$ cat src/rtl/adc_seq_pkg.sv
package adc_seq_pkg;
  typedef enum logic [2:0] {
    MD_ONCE       = 3'd0,
    MD_REPEAT     = 3'd1,
    MD_SWEEP      = 3'd2,
    MD_SWEEP_LOOP = 3'd3,
    MD_SWEEP_PRIO = 3'd4
  } adc_mode_e;
endpackage

$ cat src/rtl/adc_trig_sync.sv
module adc_trig_sync #(
  parameter int STAGES = 2
) (
  input  logic clk,
  input  logic rst,
  input  logic trig_n_i,
  output logic fall_o
);
  logic [STAGES-1:0] sync_q;
  logic              last_q;

  always_ff @(posedge clk) begin
    if (rst) begin
      sync_q <= '1;
      last_q <= 1'b1;
    end else begin
      sync_q <= {sync_q[STAGES-2:0], trig_n_i};
      last_q <= sync_q[STAGES-1];
    end
  end

  assign fall_o = last_q & ~sync_q[STAGES-1];

  // a detected edge lasts one cycle only
  a_r7_fall_single: assert property (@(posedge clk) disable iff (rst)
    fall_o |=> !fall_o);
endmodule

$ cat src/rtl/adc_seq_ctrl.sv
module adc_seq_ctrl
  import adc_seq_pkg::*;
#(
  parameter int NCH   = 8,
  parameter int RES_W = 10,
  localparam int CH_W  = $clog2(NCH),
  localparam int GRP_W = CH_W - 1
) (
  input  logic             clk,
  input  logic             rst,
  input  logic [2:0]       mode_i,
  input  logic [CH_W-1:0]  chan_sel_i,
  input  logic [GRP_W-1:0] grp_sel_i,
  input  logic             ext_en_i,
  input  logic             ext_fall_i,
  input  logic             flag_set_i,
  input  logic             flag_clr_i,
  input  logic             res10_i,
  input  logic             eng_done_i,
  input  logic [RES_W-1:0] eng_result_i,
  output logic             eng_start_o,
  output logic             eng_abort_o,
  output logic [CH_W-1:0]  eng_chan_o,
  output logic             flag_o,
  output logic             wr_en_o,
  output logic [CH_W-1:0]  wr_ch_o,
  output logic [RES_W-1:0] wr_data_o,
  output logic             wr_hi_o
);
  adc_mode_e       mode;
  logic            busy_q, flag_d_q, phase_q;
  logic [CH_W-1:0] pos_q, last_pos, pos_inc;
  logic            start_evt;
  logic [CH_W-1:0] first_ch;
  logic            nxt_go, nxt_clear, nxt_phase;
  logic [CH_W-1:0] nxt_ch, nxt_pos;

  assign mode     = adc_mode_e'(mode_i);
  assign last_pos = {grp_sel_i, 1'b1};
  assign pos_inc  = (pos_q == last_pos) ? '0 : pos_q + 1'b1;

  assign start_evt = ext_en_i ? (ext_fall_i & flag_o) : (flag_o & ~flag_d_q);

  always_comb begin
    case (mode)
      MD_SWEEP, MD_SWEEP_LOOP: first_ch = '0;
      default:                 first_ch = chan_sel_i;
    endcase
  end

  always_comb begin
    nxt_go    = 1'b0;
    nxt_clear = 1'b0;
    nxt_ch    = chan_sel_i;
    nxt_pos   = pos_q;
    nxt_phase = phase_q;
    case (mode)
      MD_ONCE: nxt_clear = 1'b1;
      MD_REPEAT: nxt_go = flag_o;
      MD_SWEEP: begin
        if (pos_q == last_pos) begin
          nxt_clear = 1'b1;
        end else begin
          nxt_go  = flag_o;
          nxt_pos = pos_q + 1'b1;
          nxt_ch  = pos_q + 1'b1;
        end
      end
      MD_SWEEP_LOOP: begin
        nxt_go  = flag_o;
        nxt_pos = pos_inc;
        nxt_ch  = pos_inc;
      end
      MD_SWEEP_PRIO: begin
        nxt_go = flag_o;
        if (!phase_q) begin
          nxt_ch    = pos_q;
          nxt_phase = 1'b1;
        end else begin
          nxt_ch    = chan_sel_i;
          nxt_phase = 1'b0;
          nxt_pos   = pos_inc;
        end
      end
      default: nxt_clear = 1'b1;
    endcase
  end

  always_ff @(posedge clk) begin
    if (rst) begin
      busy_q      <= 1'b0;
      flag_o      <= 1'b0;
      flag_d_q    <= 1'b0;
      phase_q     <= 1'b0;
      pos_q       <= '0;
      eng_start_o <= 1'b0;
      eng_abort_o <= 1'b0;
      eng_chan_o  <= '0;
      wr_en_o     <= 1'b0;
      wr_ch_o     <= '0;
      wr_data_o   <= '0;
      wr_hi_o     <= 1'b0;
    end else begin
      eng_start_o <= 1'b0;
      eng_abort_o <= 1'b0;
      wr_en_o     <= 1'b0;
      flag_d_q    <= flag_o;
      if (flag_clr_i)      flag_o <= 1'b0;
      else if (flag_set_i) flag_o <= 1'b1;
      if (start_evt) begin
        busy_q      <= 1'b1;
        pos_q       <= '0;
        phase_q     <= 1'b0;
        eng_start_o <= 1'b1;
        eng_abort_o <= busy_q;
        eng_chan_o  <= first_ch;
      end else if (busy_q && eng_done_i) begin
        wr_en_o   <= 1'b1;
        wr_ch_o   <= eng_chan_o;
        wr_data_o <= eng_result_i;
        wr_hi_o   <= res10_i;
        if (nxt_go) begin
          eng_start_o <= 1'b1;
          eng_chan_o  <= nxt_ch;
          pos_q       <= nxt_pos;
          phase_q     <= nxt_phase;
        end else begin
          busy_q <= 1'b0;
        end
        if (nxt_clear) flag_o <= 1'b0;
      end
    end
  end

  // an abort always comes with the restart
  a_r8_abort_with_start: assert property (@(posedge clk) disable iff (rst)
    eng_abort_o |-> eng_start_o);
  // a store follows an engine done while busy
  a_r11_store_after_done: assert property (@(posedge clk) disable iff (rst)
    wr_en_o |-> $past(eng_done_i && busy_q));
  // no start without the flag set
  a_r6_start_needs_flag: assert property (@(posedge clk) disable iff (rst)
    eng_start_o |-> $past(flag_o));
  // single conversion leaves the flag clear
  a_r1_once_clears: assert property (@(posedge clk) disable iff (rst)
    (wr_en_o && !eng_start_o && $past(mode == MD_ONCE) && !$past(flag_set_i)) |-> !flag_o);
endmodule

$ cat src/rtl/adc_result_regs.sv
module adc_result_regs #(
  parameter int NCH   = 8,
  parameter int RES_W = 10,
  localparam int CH_W = $clog2(NCH),
  localparam int HI_W = RES_W - 8
) (
  input  logic             clk,
  input  logic             rst,
  input  logic             wr_en_i,
  input  logic [CH_W-1:0]  wr_ch_i,
  input  logic [RES_W-1:0] wr_data_i,
  input  logic             wr_hi_i,
  input  logic [CH_W:0]    rd_addr_i,
  output logic [7:0]       rd_data_o,
  output logic             done_o
);
  logic [7:0]      lo_q [NCH];
  logic [HI_W-1:0] hi_q [NCH];

  for (genvar g = 0; g < NCH; g++) begin : g_ch
    always_ff @(posedge clk) begin
      if (rst) begin
        lo_q[g] <= '0;
        hi_q[g] <= '0;
      end else if (wr_en_i && wr_ch_i == CH_W'(g)) begin
        lo_q[g] <= wr_data_i[7:0];
        if (wr_hi_i) hi_q[g] <= wr_data_i[RES_W-1:8];
      end
    end
  end

  always_ff @(posedge clk) begin
    if (rst) begin
      rd_data_o <= '0;
      done_o    <= 1'b0;
    end else begin
      done_o <= wr_en_i;
      if (rd_addr_i[0]) rd_data_o <= 8'(hi_q[rd_addr_i[CH_W:1]]);
      else              rd_data_o <= lo_q[rd_addr_i[CH_W:1]];
    end
  end

  // an 8-bit store leaves the odd byte untouched
  a_r10_odd_hold: assert property (@(posedge clk) disable iff (rst)
    (wr_en_i && !wr_hi_i) |=> (hi_q[$past(wr_ch_i)] == $past(hi_q[wr_ch_i])));
  // completion is a single-cycle pulse per store
  a_r11_done_tracks_store: assert property (@(posedge clk) disable iff (rst)
    done_o |-> $past(wr_en_i));
endmodule

$ cat src/rtl/adc_seq.sv
module adc_seq #(
  parameter int NCH   = 8,
  parameter int RES_W = 10,
  localparam int CH_W  = $clog2(NCH),
  localparam int GRP_W = CH_W - 1
) (
  input  logic             clk,
  input  logic             rst,
  input  logic [2:0]       mode_i,
  input  logic [CH_W-1:0]  chan_sel_i,
  input  logic [GRP_W-1:0] grp_sel_i,
  input  logic             ext_trig_en_i,
  input  logic             ext_trig_n_i,
  input  logic             res10_i,
  input  logic             flag_set_i,
  input  logic             flag_clr_i,
  input  logic             eng_done_i,
  input  logic [RES_W-1:0] eng_result_i,
  output logic             eng_start_o,
  output logic             eng_abort_o,
  output logic [CH_W-1:0]  eng_chan_o,
  output logic             start_flag_o,
  output logic             done_o,
  input  logic [CH_W:0]    rd_addr_i,
  output logic [7:0]       rd_data_o
);
  logic             ext_fall;
  logic             wr_en, wr_hi;
  logic [CH_W-1:0]  wr_ch;
  logic [RES_W-1:0] wr_data;

  adc_trig_sync #(.STAGES(2)) u_sync (
    .clk(clk), .rst(rst), .trig_n_i(ext_trig_n_i), .fall_o(ext_fall)
  );

  adc_seq_ctrl #(.NCH(NCH), .RES_W(RES_W)) u_ctrl (
    .clk(clk), .rst(rst), .mode_i(mode_i), .chan_sel_i(chan_sel_i),
    .grp_sel_i(grp_sel_i), .ext_en_i(ext_trig_en_i), .ext_fall_i(ext_fall),
    .flag_set_i(flag_set_i), .flag_clr_i(flag_clr_i), .res10_i(res10_i),
    .eng_done_i(eng_done_i), .eng_result_i(eng_result_i),
    .eng_start_o(eng_start_o), .eng_abort_o(eng_abort_o),
    .eng_chan_o(eng_chan_o), .flag_o(start_flag_o),
    .wr_en_o(wr_en), .wr_ch_o(wr_ch), .wr_data_o(wr_data), .wr_hi_o(wr_hi)
  );

  adc_result_regs #(.NCH(NCH), .RES_W(RES_W)) u_regs (
    .clk(clk), .rst(rst), .wr_en_i(wr_en), .wr_ch_i(wr_ch),
    .wr_data_i(wr_data), .wr_hi_i(wr_hi), .rd_addr_i(rd_addr_i),
    .rd_data_o(rd_data_o), .done_o(done_o)
  );
endmodule

$ cat config.mk
export PLATFORM = sky130hd
export DESIGN_NAME = adc_seq
export DESIGN_NICKNAME = d
export VERILOG_FILES = /design/src/rtl/adc_seq_pkg.sv /design/src/rtl/adc_trig_sync.sv /design/src/rtl/adc_seq_ctrl.sv /design/src/rtl/adc_result_regs.sv /design/src/rtl/adc_seq.sv
export SDC_FILE = /design/constraint.sdc
export NUM_CORES = 1
export LEC_CHECK = 0
export BUFFER_PORTS_ARGS = -buffer_cell sky130_fd_sc_hd__buf_2
export CAP_MARGIN = 20
export CORE_MARGIN = 5
export CORE_UTILIZATION = 35
export DETAILED_ROUTE_END_ITERATION = 7
export PLACE_DENSITY = 0.65
export SETUP_SLACK_MARGIN = 0.15
export SLEW_MARGIN = 20
export SYNTH_ARGS = -nofsm -noshare
export SYNTH_HDL_FRONTEND = slang
export SYNTH_SLANG_ARGS = --single-unit
$ cat constraint.sdc
create_clock -name clk -period 1.7 [get_ports clk]
set_input_delay 0.34 -clock clk [delete_from_list [all_inputs] [get_ports clk]]
set_output_delay 0.34 -clock clk [all_outputs]
set_load 0.1 [all_outputs]
==> impl_results.md, run 1 <==
- Status: complete, no violations
- Synth cell types: 45
- Post-Route Skew: between 0.01 and 0.015 ns
- Arrival time at the worst endpoint: about 1.9 ns
- Syn Inst Count: about 420
- Post-synth net total: 452
- Most common cell after layout, fill and taps aside: edfxtp_1
- Slew margin rel.: around 67%
- Row count: between 40 and 50
- Vias in the first global route: around 3600
- HP Class: in -> reg
- Final Cycle Share: 95.6%
- Crit path from: u_regs.hi_q[3][0]
- Clk buf depth: 2
- Ys flop type: edfxtp_1
- Largest net degree at the start of global routing: 37
- Share of layout cells above drive strength 1: 34.5%
- Setup violations, final: 0
- Cell Area, Synth: between 5000 and 6000 µm²
- CTS tree: built
- Fill cell count: ~1300
- Min cycle time layout: about 1.6 ns
- CP Capture Type: flop
- Number of DRC markers in iteration 0: 284
- Crit path max fanout: 1
- HPWL Detailed: roughly 8.4 mm
- Via count: between 3000 and 4000
- WS Path Type: reg -> reg
- Drt first pass iters: 5
- Total wire length: around 12 mm
- CTS Sinks: between 100 and 150
- Clock transition at the registers of the reported paths: approximately 0.06 ns
- Core Region: 14600 µm²
- VDD IR max: around 0.74 mV
- Post-route ant nets: 0
- Pwr/cell area: 1080 nW/µm²
- Nets: between 500 and 600
- Worst Tran Pin Value: 0.495 ns
- P_leak: 0.00244 µW
- Congestion Overflow GR: 0
- Yosys warning count: 0
- Number of flops mapped to enable cells by yosys: 80
- PortBufs: 44
- Worst hold slack: approximately 0.075 ns
- H-tree depth: 4
- RSZ-0062 raised after global routing: true
- Placed cells: roughly 660
- Fin cells: roughly 700
- Ports: 45
- CTS Hold Bufs: 0
- Reg-to-Reg Start: u_regs.hi_q[3][0]
- Clock insertion delay at the later pin of the skew report: ~0.42 ns
- Root Driver: clkbuf_16
- Sequential area share after synthesis: between 60% and 70%
- DRC errors left: 0
- Critical Path Start Type: flop
- Syn Area/Cell: between 10 and 15 µm²
- Initial Util: a little over a third
- Area delta synth->final: 27.6%
- F_max: around 600 MHz
- Pwr Total: 7210 µW
- Initial antenna violation count: 0
- Finished Cell Area: around 6700 µm²
- Async SR Flop Fraction: 0%
- Total die area: about 17000 µm²
- Total track usage: between 10% and 20%
- Critical path required time: roughly 2.0 ns
- Die width: around 130 µm
- Total clock buffers created by CTS: 17
- Final Hold Viols: 0
- Placed Area: a little under 6000 µm²
- HP Start: flag_clr_i
- Via density per instance: roughly 5.1
- Mean routed wirelength per cell: around 17 µm
- First-pass GRT wire length: between 15 and 20 mm
- Die height: approximately 130 µm
- Max Cap Violations: 0
- Commonest cells after routing, fill and taps aside: edfxtp_1 (80), nor2_1 (53), buf_4 (42)
- Number of synthesized register bits: 119
- Antenna cells: 0
- Final Max Tran Viols: 0
- Routability cong.: slightly above 0.9
==> where the power goes <==
| part | total, µW | switching [µW] | internal, µW | leakage [µW] |
|---|---|---|---|---|
| combinational | 519 | 312 | 208 | 0.00102 |
| sequential | 3210 | 41.4 | 3170 | 0.00115 |
| clock | 3480 | 1330 | 2150 | 0.000277 |
==> timing repair <==
| action | CTS | global route |
|---|---|---|
| setup buffers | 0 | 3 |
| gates resized for setup | 20 | 19 |
| cloned | 0 | 1 |
| pin swaps | 4 | 3 |
| setup endpoints to repair | 62 | 74 |
==> cell type report <==
type | count | area [µm²] | area share [%]
clock buffer | 17 | 425 | 6.38
clock inverter | 15 | 154 | 2.31
inverter | 7 | 26.3 | 0.394
multi-input combinational | 269 | 2070 | 31.1
sequential | 119 | 3190 | 47.9
tap | 184 | 230 | 3.45
timing repair buffer | 86 | 569 | 8.53
==> synth_stat cells (7+ instances only) <==
cell / count / area share, %
edfxtp_1: 80 / 46
nor2_1: 53 / 3.8
dfxtp_1: 39 / 15
and2_1: 34 / 4.1
nand2_1: 29 / 2.1
mux4_2: 22 / 9.5
clkbuf_1: 19 / 1.4
nor3_1: 17 / 1.6
a21oi_1: 15 / 1.4
nand2b_1: 15 / 1.8
o21ai_0: 9 / 0.86
nor2b_1: 8 / 0.96
o21bai_1: 8 / 1.1
inv_1: 7 / 0.50
nand3_1: 7 / 0.67
==> cells by family (layout without fill, tap and decap cells) <==
group,Yosys count,in the layout,synth area share [%]
adders and majority gates,1,1,0.239
AOI/OAI and AO/OA,55,55,7.51
buffers and inverters,33,125,2.46
muxes,28,28,10.6
and+or+nand+nor,180,180,17.5
xor gates and xnor gates,5,5,0.837
DFF,119,119,60.9
==> metal layers <==
layer	GRT usage, %	vias to the layer above	wire (µm)
met5	0	-	0
met4	5.15	0	223
met3	5.50	16	780
met2	21.5	110	5360
met1	18.6	1720	5300
li1	-	1695	-
==> registers in the layout, indices dropped and copies added, names as in the netlist, 2 cells and up <==
name / flops
u_regs.rd_data_o: 8
u_ctrl.eng_chan_o: 3
u_regs.lo_q: 64
u_ctrl.wr_ch_o: 3
u_sync.sync_q: 2
u_ctrl.pos_q: 3
u_ctrl.wr_data_o: 10
u_regs.hi_q: 16
==> stage by stage <==
step                      utilization, %  worst slack (ns)  setup TNS, ns
after floorplan                        -            0.0690              0
after global placement              40.4            -0.143         -0.729
after detailed placement            40.4            -0.176          -1.23
after CTS                           44.9            0.0704              0
after global routing                45.7            0.0148              0
final                               45.7            0.0743              0
==> critical path, cell delays in order, from the launching register on <==
cell and delay, ns:
edfxtp_1 0.42, mux4_2 0.50, mux4_2 0.45, nor2b_1 0.13
==> final timing paths <==
| path | endpoint | slack, ns | cells past startpoint |
|---|---|---|---|
| worst max-delay path | u_regs.rd_data_o[0] | 0.07 | 3 |
| worst max register to register | u_regs.rd_data_o[0] | 0.07 | 3 |
| worst min register to register | u_sync.sync_q[1] | 0.41 | 1 |
| worst min-delay path | u_ctrl.flag_o | 0.07 | 2 |
Note: power is estimated with default switching activity, not from simulation.
==> run 2, diff against run 1 <==
- REMOVE_ABC_BUFFERS: not set -> 1
==> run 2 against run 1 <==
Effect of this change:
- critical path depth rose by 3
- combinational power fell by 2%
- worst hold slack better by 0.021 ns
- non-clock buffer count decreased by 3
- count of clock-buffer cells in the layout is 7 higher
- clock skew is 0.0026 ns lower
- via count shrank 3.3%
- clock power grew 6.9%
- sequential cell count did not move
- sequential power hardly changed
- register-to-register slack hardly changed
==> impl_results.md, run 2 (same netlist as run 1, synthesis figures left out) <==
- RSZ-0062 raised after global routing: true (unchanged)
- Slowest stage delay, CP: 0.37 ns (was 0.50 ns)
- HP Start: flag_clr_i (unchanged)
- Clock transition at the registers of the reported paths: 0.05 ns (was 0.06 ns)
- Initial Util: 35.8% (unchanged)
- Initial antenna violation count: 2 (was 0)
- Post-route ant nets: 0 (unchanged)
- VDD IR max: 0.766 mV (was 0.741 mV)
- Hold Crit Depth: 2 (unchanged)
- Fill cell count: 1282 (was 1277)
- Final Max Tran Viols: 0 (unchanged)
- Max Cap Violations: 0 (unchanged)
- Cell family with most CP delay: compound AO/OA/AOI/OAI gates (was multiplexers)
- Critical path required time: 2.02 ns (was 2.00 ns)
- HP Class: in -> reg (unchanged)
- Slew margin rel.: 67.6% (was 67.2%)
- P_leak: 0.00245 µW (was 0.00244 µW)
- Critical Path Start Type: flop (unchanged)
- Final Cycle Share: 95.3% (was 95.6%)
- Congestion Overflow GR: 0 (unchanged)
- CTS tree: built (unchanged)
- Mean routed wirelength per cell: 16.1 µm (was 16.7 µm)
- Total die area: 17500 µm² (unchanged)
- Largest Register: u_regs.lo_q (unchanged)
- Root Driver: clkbuf_16 (unchanged)
- Area delta synth->final: 28.0% (was 27.6%)
- Post-Route Skew: 0.0100 ns (was 0.0126 ns)
- Min cycle time layout: 1.62 ns (was 1.63 ns)
- PortBufs: 44 (unchanged)
- CP Capture Type: flop (unchanged)
- Setup_tns: 0 ns (unchanged)
- Crit path max fanout: 5 (was 1)
- Worst Tran Pin Value: 0.486 ns (was 0.495 ns)
- Final Hold Viols: 0 (unchanged)
- Most common cell after layout, fill and taps aside: edfxtp_1 (unchanged)
- Clock insertion delay at the later pin of the skew report: 0.41 ns (was 0.42 ns)
- Drt first pass iters: 4 (was 5)
- Via count: 3423 (was 3541)
- Vias in the first global route: 3630 (was 3610)
- Placed Area: 5850 µm² (was 5890 µm²)
- Core Region: 14600 µm² (unchanged)
- Setup violations, final: 0 (unchanged)
- Pwr/cell area: 1110 nW/µm² (was 1080 nW/µm²)
- HPWL Detailed: 8.12 mm (was 8.44 mm)
- Sequential cell area: 3190 µm² (about the same)
- CP Buf/Inv Count: 1 (was 0)
- Total clock buffers created by CTS: 17 (unchanged)
- CTS Sinks: 119 (unchanged)
- Largest register FFs: 64 (unchanged)
- Status: complete, no violations (unchanged)
- Slowest library cell on the worst path: dfxtp_4 (was mux4_2)
- Die width: 132 µm (unchanged)
- RR Endpoint: u_ctrl.eng_chan_o[1] (was u_regs.rd_data_o[0])
- Number of DRC markers in iteration 0: 223 (was 284)
- Critical-path cell list: ha_4 -> inv_1 -> a311o_1 -> a221oi_2 -> a21oi_2 -> a221oi_2 (was mux4_2 -> mux4_2 -> nor2b_1)
- First-pass GRT wire length: 18.3 mm (was 19.3 mm)
- R2R Setup Slk: 0.08 ns (was 0.07 ns)
- Arrival time at the worst endpoint: 1.94 ns (was 1.93 ns)
- Nets: 528 (was 531)
- Worst r2r path cells: 6 (was 3)
- Hold endpoint: u_ctrl.flag_o (unchanged)
- H-tree depth: 4 (unchanged)
- WS Path Type: reg -> reg (unchanged)
- Total track usage: 13.2% (was 14.2%)
- Die height: 132 µm (unchanged)
- Row count: 44 (unchanged)
- Reg-to-Reg Start: u_ctrl.pos_q[1] (was u_regs.hi_q[3][0])
- Multi-input gate area in the final layout: 2070 µm² (about the same)
- Largest net degree at the start of global routing: 33 (was 37)
- Largest registers: u_regs.lo_q x64, u_regs.hi_q x16, u_ctrl.wr_data_o x10 (unchanged)
- Commonest cells after routing, fill and taps aside: edfxtp_1 (80), nor2_1 (49), buf_2 (41) (was edfxtp_1 (80), nor2_1 (53), buf_4 (42))
- Clk buf depth: 2 (unchanged)
- F_max: 618 MHz (was 615 MHz)
- Ports: 45 (unchanged)
- Finished Cell Area: 6690 µm² (was 6670 µm²)
- Share of layout cells above drive strength 1: 33.7% (was 34.5%)
- Via density per instance: 4.92 (was 5.08)
- Total wire length: 11.2 mm (was 11.7 mm)
- CP dominant cell by count: a221oi_2 (was mux4_2)
- DRC errors left: 0 (unchanged)
- Routability cong.: 0.907 (was 0.919)
run 2: how the worst max path moves through the flow:
stage	slack (ns)	depth (start not counted)	startpoint	endpoint
final	0.08	6	u_ctrl.pos_q[1]	u_ctrl.eng_chan_o[1]
after global routing	-0.06	6	u_ctrl.pos_q[1]	u_ctrl.eng_chan_o[1]
after CTS	0.11	3	u_regs.hi_q[3][1]	u_regs.rd_data_o[1]
after detailed placement	-0.19	4	rd_addr_i[1]	u_regs.rd_data_o[0]
after global placement	-0.16	4	rd_addr_i[1]	u_regs.rd_data_o[1]
after floorplan	-0.77	4	u_ctrl.flag_o	u_ctrl.flag_o
run 2: area by class of cell:
cell class	count	share of cell area (%)
repair buffers	83	8.26
diodes	2	0.0748
clock inverters	8	2.21
flip-flops and latches	119	47.7
clock buffers	24	7.05
inverters	7	0.393
multi-input cells	269	30.9
well taps	184	3.44
run 2: repair_timing:
item | 4_1_cts | 5_1_grt
gates cloned | 0 | 1
pin swaps | 7 | 4
hold buffers | 0 | 0
gates resized for setup | 12 | 33
buffers inserted | 2 | 3
endpoints found under the setup margin | 26 | 107
run 2: routing by layer:
metal / up-vias / global-route usage (%) / share of wire [%]
li1: 1693 / - / -
met1: 1623 / 16.5 / 44
met2: 93 / 20.9 / 49
met3: 12 / 5.15 / 5.5
met4: 2 / 4.81 / 0.91
met5: - / 0 / 0.12
run 2: power by group:
| part | switching, µW | internal [µW] | total (µW) |
|---|---|---|---|
| registers | 36.0 | 3170 | 3210 |
| clock network | 1190 | 2530 | 3720 |
| logic | 305 | 205 | 510 |
| total | 1530 | 5900 | 7440 |
run 2: worst reg2reg max path, cell delays in order, from the launching register on:
cell,delay (ns)
dfxtp_4,0.37
ha_4,0.29
inv_1,0.04
a311o_1,0.29
a221oi_2,0.26
a21oi_2,0.06
a221oi_2,0.23
run 2: metrics by stage:
stage | hold slack (ns) | total power [µW] | std cells | worst slack, ns | utilization, %
2_1_floorplan | 0.389 | 3550 | 395 | -0.770 | -
3_3_place_gp | 0.398 | 3740 | 656 | -0.156 | 40.1
3_5_place_dp | 0.405 | 3750 | 656 | -0.190 | 40.1
4_1_cts | 0.0767 | 7490 | 690 | 0.105 | 44.8
5_1_grt | 0.0774 | 7700 | 695 | -0.0573 | 45.9
6_report | 0.0959 | 7440 | 696 | 0.0806 | 45.9
==> run 3, diff against run 2 <==
- PLACE_DENSITY: 0.65 -> 0.54
==> run 3 against run 2 <==
Effect of this change:
- via count increased by 3.0%
- sequential share of layout area decreased by 0.099 points
- largest cell class unchanged
- utilization increased by 0.077 points
- combinational power increased by 7.1%
- total power decreased by 6.3%
- first-iteration DRC count increased by 26%
- fmax increased by 0.48%
- register-to-register slack about the same
- clock skew decreased by 0.0030 ns
- cell count increased by 1.1%
==> impl_results.md, run 3 (same netlist as run 1, synthesis figures left out) <==
- Ports: 45 (unchanged)
- Seq pwr share: 46.0% (was 43.1%)
- Net Sw Frac: 21.6% (was 20.6%)
- CTS Sinks: 119 (unchanged)
- Reg-to-Reg Start: u_regs.lo_q[3][1] (was u_ctrl.pos_q[1])
- Total track usage: 13.5% (was 13.2%)
- HP Start: flag_clr_i (unchanged)
- VDD IR max: 0.609 mV (was 0.766 mV)
- H-tree depth: 4 (unchanged)
- Congestion Overflow GR: 0 (unchanged)
- Hold Crit Depth: 2 (unchanged)
- Via density per instance: 5.01 (was 4.92)
- RR Endpoint: u_regs.rd_data_o[1] (was u_ctrl.eng_chan_o[1])
- RSZ-0062 raised after global routing: true (unchanged)
- Clock insertion delay at the later pin of the skew report: 0.41 ns (about the same)
- Critical path required time: 2.00 ns (was 2.02 ns)
- Vias in the first global route: 3582 (was 3630)
- Total die area: 17500 µm² (unchanged)
- Mean routed wirelength per cell: 16.5 µm (was 16.1 µm)
- Placed Area: 5940 µm² (was 5850 µm²)
- Critical Path Start Type: flop (unchanged)
- Die height: 132 µm (unchanged)
- Root Driver: clkbuf_16 (unchanged)
- CTS Hold Bufs: 0 (unchanged)
- P_leak: 0.00247 µW (was 0.00245 µW)
- Total wire length: 11.6 mm (was 11.2 mm)
- Drt first pass iters: 4 (unchanged)
- Arrival time at the worst endpoint: 1.91 ns (was 1.94 ns)
- Max Cap Violations: 0 (unchanged)
- Pwr/cell area: 1040 nW/µm² (was 1110 nW/µm²)
- R2R Setup Slk: 0.09 ns (was 0.08 ns)
- Final Max Tran Viols: 0 (unchanged)
- Nets: 539 (was 528)
- Final Cycle Share: 94.8% (was 95.3%)
- Row count: 44 (unchanged)
- Share of layout cells above drive strength 1: 33.7% (about the same)
- PortBufs: 44 (unchanged)
- F_max: 620 MHz (was 618 MHz)
- Crit path max fanout: 1 (was 5)
- Core Region: 14600 µm² (unchanged)
- Power share of the combinational group: 7.8% (was 6.9%)
- Fill cell count: 1300 (was 1282)
- Die width: 132 µm (unchanged)
- Via count: 3524 (was 3423)
- Antenna cells: 0 (was 2)
- DRC errors left: 0 (unchanged)
- Sw power: 1510 µW (was 1530 µW)
- Setup_tns: 0 ns (unchanged)
- CTS tree: built (unchanged)
- Worst r2r path cells: 3 (was 6)
- Cell-internal power: 5460 µW (was 5900 µW)
- Largest register FFs: 64 (unchanged)
- Worst Tran Pin Value: 0.490 ns (was 0.486 ns)
- Number of DRC markers in iteration 0: 280 (was 223)
- Post-route ant nets: 0 (unchanged)
- Post-Route Skew: 0.00700 ns (was 0.0100 ns)
- Largest net degree at the start of global routing: 27 (was 33)
- WS Path Type: reg -> reg (unchanged)
- Most common cell after layout, fill and taps aside: edfxtp_1 (unchanged)
- Commonest cells after routing, fill and taps aside: edfxtp_1 (80), nor2_1 (52), buf_4 (48) (was edfxtp_1 (80), nor2_1 (49), buf_2 (41))
- Min cycle time layout: 1.61 ns (was 1.62 ns)
- Final Hold Viols: 0 (unchanged)
- Status: complete, no violations (unchanged)
- Hold endpoint: u_ctrl.flag_o (unchanged)
- First-pass GRT wire length: 18.5 mm (was 18.3 mm)
- Area delta synth->final: 28.2% (was 28.0%)
- HPWL Detailed: 8.60 mm (was 8.12 mm)
- Largest Register: u_regs.lo_q (unchanged)
- Total clock buffers created by CTS: 17 (unchanged)
- Setup violations, final: 0 (unchanged)
- HP Class: in -> reg (unchanged)
- Initial Util: 35.8% (unchanged)
- Initial antenna violation count: 0 (was 2)
- Slew margin rel.: 67.5% (was 67.6%)
- Largest registers: u_regs.lo_q x64, u_regs.hi_q x16, u_ctrl.wr_data_o x10 (unchanged)
- Routability cong.: 0.946 (was 0.907)
- Finished Cell Area: 6700 µm² (was 6690 µm²)
- CP Capture Type: flop (unchanged)
- Clock Power Share: 46.1% (was 50.0%)
- Clk buf depth: 2 (unchanged)
- Clock transition at the registers of the reported paths: 0.05 ns (about the same)
-- run 3: per-layer routing --
| metal | vias up | part of all wire [%] | GRT usage [%] |
|---|---|---|---|
| met3 | 16 | 4.8 | 4.62 |
| met1 | 1717 | 46 | 17.3 |
| met4 | 0 | 1.3 | 4.41 |
| met5 | - | 0 | 0 |
| li1 | 1712 | - | - |
| met2 | 79 | 48 | 21.7 |
-- run 3: metrics by stage --
stage	util (%)	std cells	setup WS, ns	power (µW)	hold WS [ns]
floorplan	-	395	-0.770	3550	0.389
global placement	40.7	668	-0.0946	3770	0.397
detailed placement	40.7	668	-0.129	3780	0.400
CTS	44.6	699	0.0642	7010	0.0752
global route	46.0	704	0.0400	7210	0.0819
finish	46.0	704	0.0884	6970	0.0934
-- run 3: worst max-delay path by stage --
stage / startpoint / endpoint / slack (ns)
2_1_floorplan: u_ctrl.flag_o / u_ctrl.flag_o / -0.77
3_3_place_gp: rd_addr_i[1] / u_regs.rd_data_o[1] / -0.09
3_5_place_dp: rd_addr_i[1] / u_regs.rd_data_o[1] / -0.13
4_1_cts: u_ctrl.pos_q[1] / u_ctrl.eng_chan_o[1] / 0.06
5_1_grt: u_ctrl.wr_ch_o[2] / u_regs.lo_q[0][2] / 0.04
6_report: u_regs.lo_q[3][1] / u_regs.rd_data_o[1] / 0.09
-- run 3: power groups by stage --
stage	Combinational [µW]	Clock [µW]	Sequential, µW
after global placement	502	0	3260
after detailed placement	511	0	3260
after CTS	517	3280	3210
after floorplan	189	0	3360
final	546	3210	3210
after global routing	584	3420	3210
-- run 3: critical path: stages, from the launching register on --
cell,delay (ns)
edfxtp_1,0.42
mux4_2,0.49
mux4_2,0.46
nor2b_4,0.13
-- run 3: what timing repair did --
action	in CTS	in global routing
pin swaps	3	10
setup buffers	0	5
setup endpoints to repair	22	60
resized for setup	10	31
cloned	0	0
-- run 3: area by class of cell --
class                      count  area (µm²)  area share (%)
clock buffer                  26         479            7.15
multi-input combinational    269        2080            31.1
timing repair buffer          94         646            9.63
inverter                       7        26.3           0.392
sequential                   119        3190            47.6
clock inverter                 5        48.8           0.728
tap                          184         230            3.43
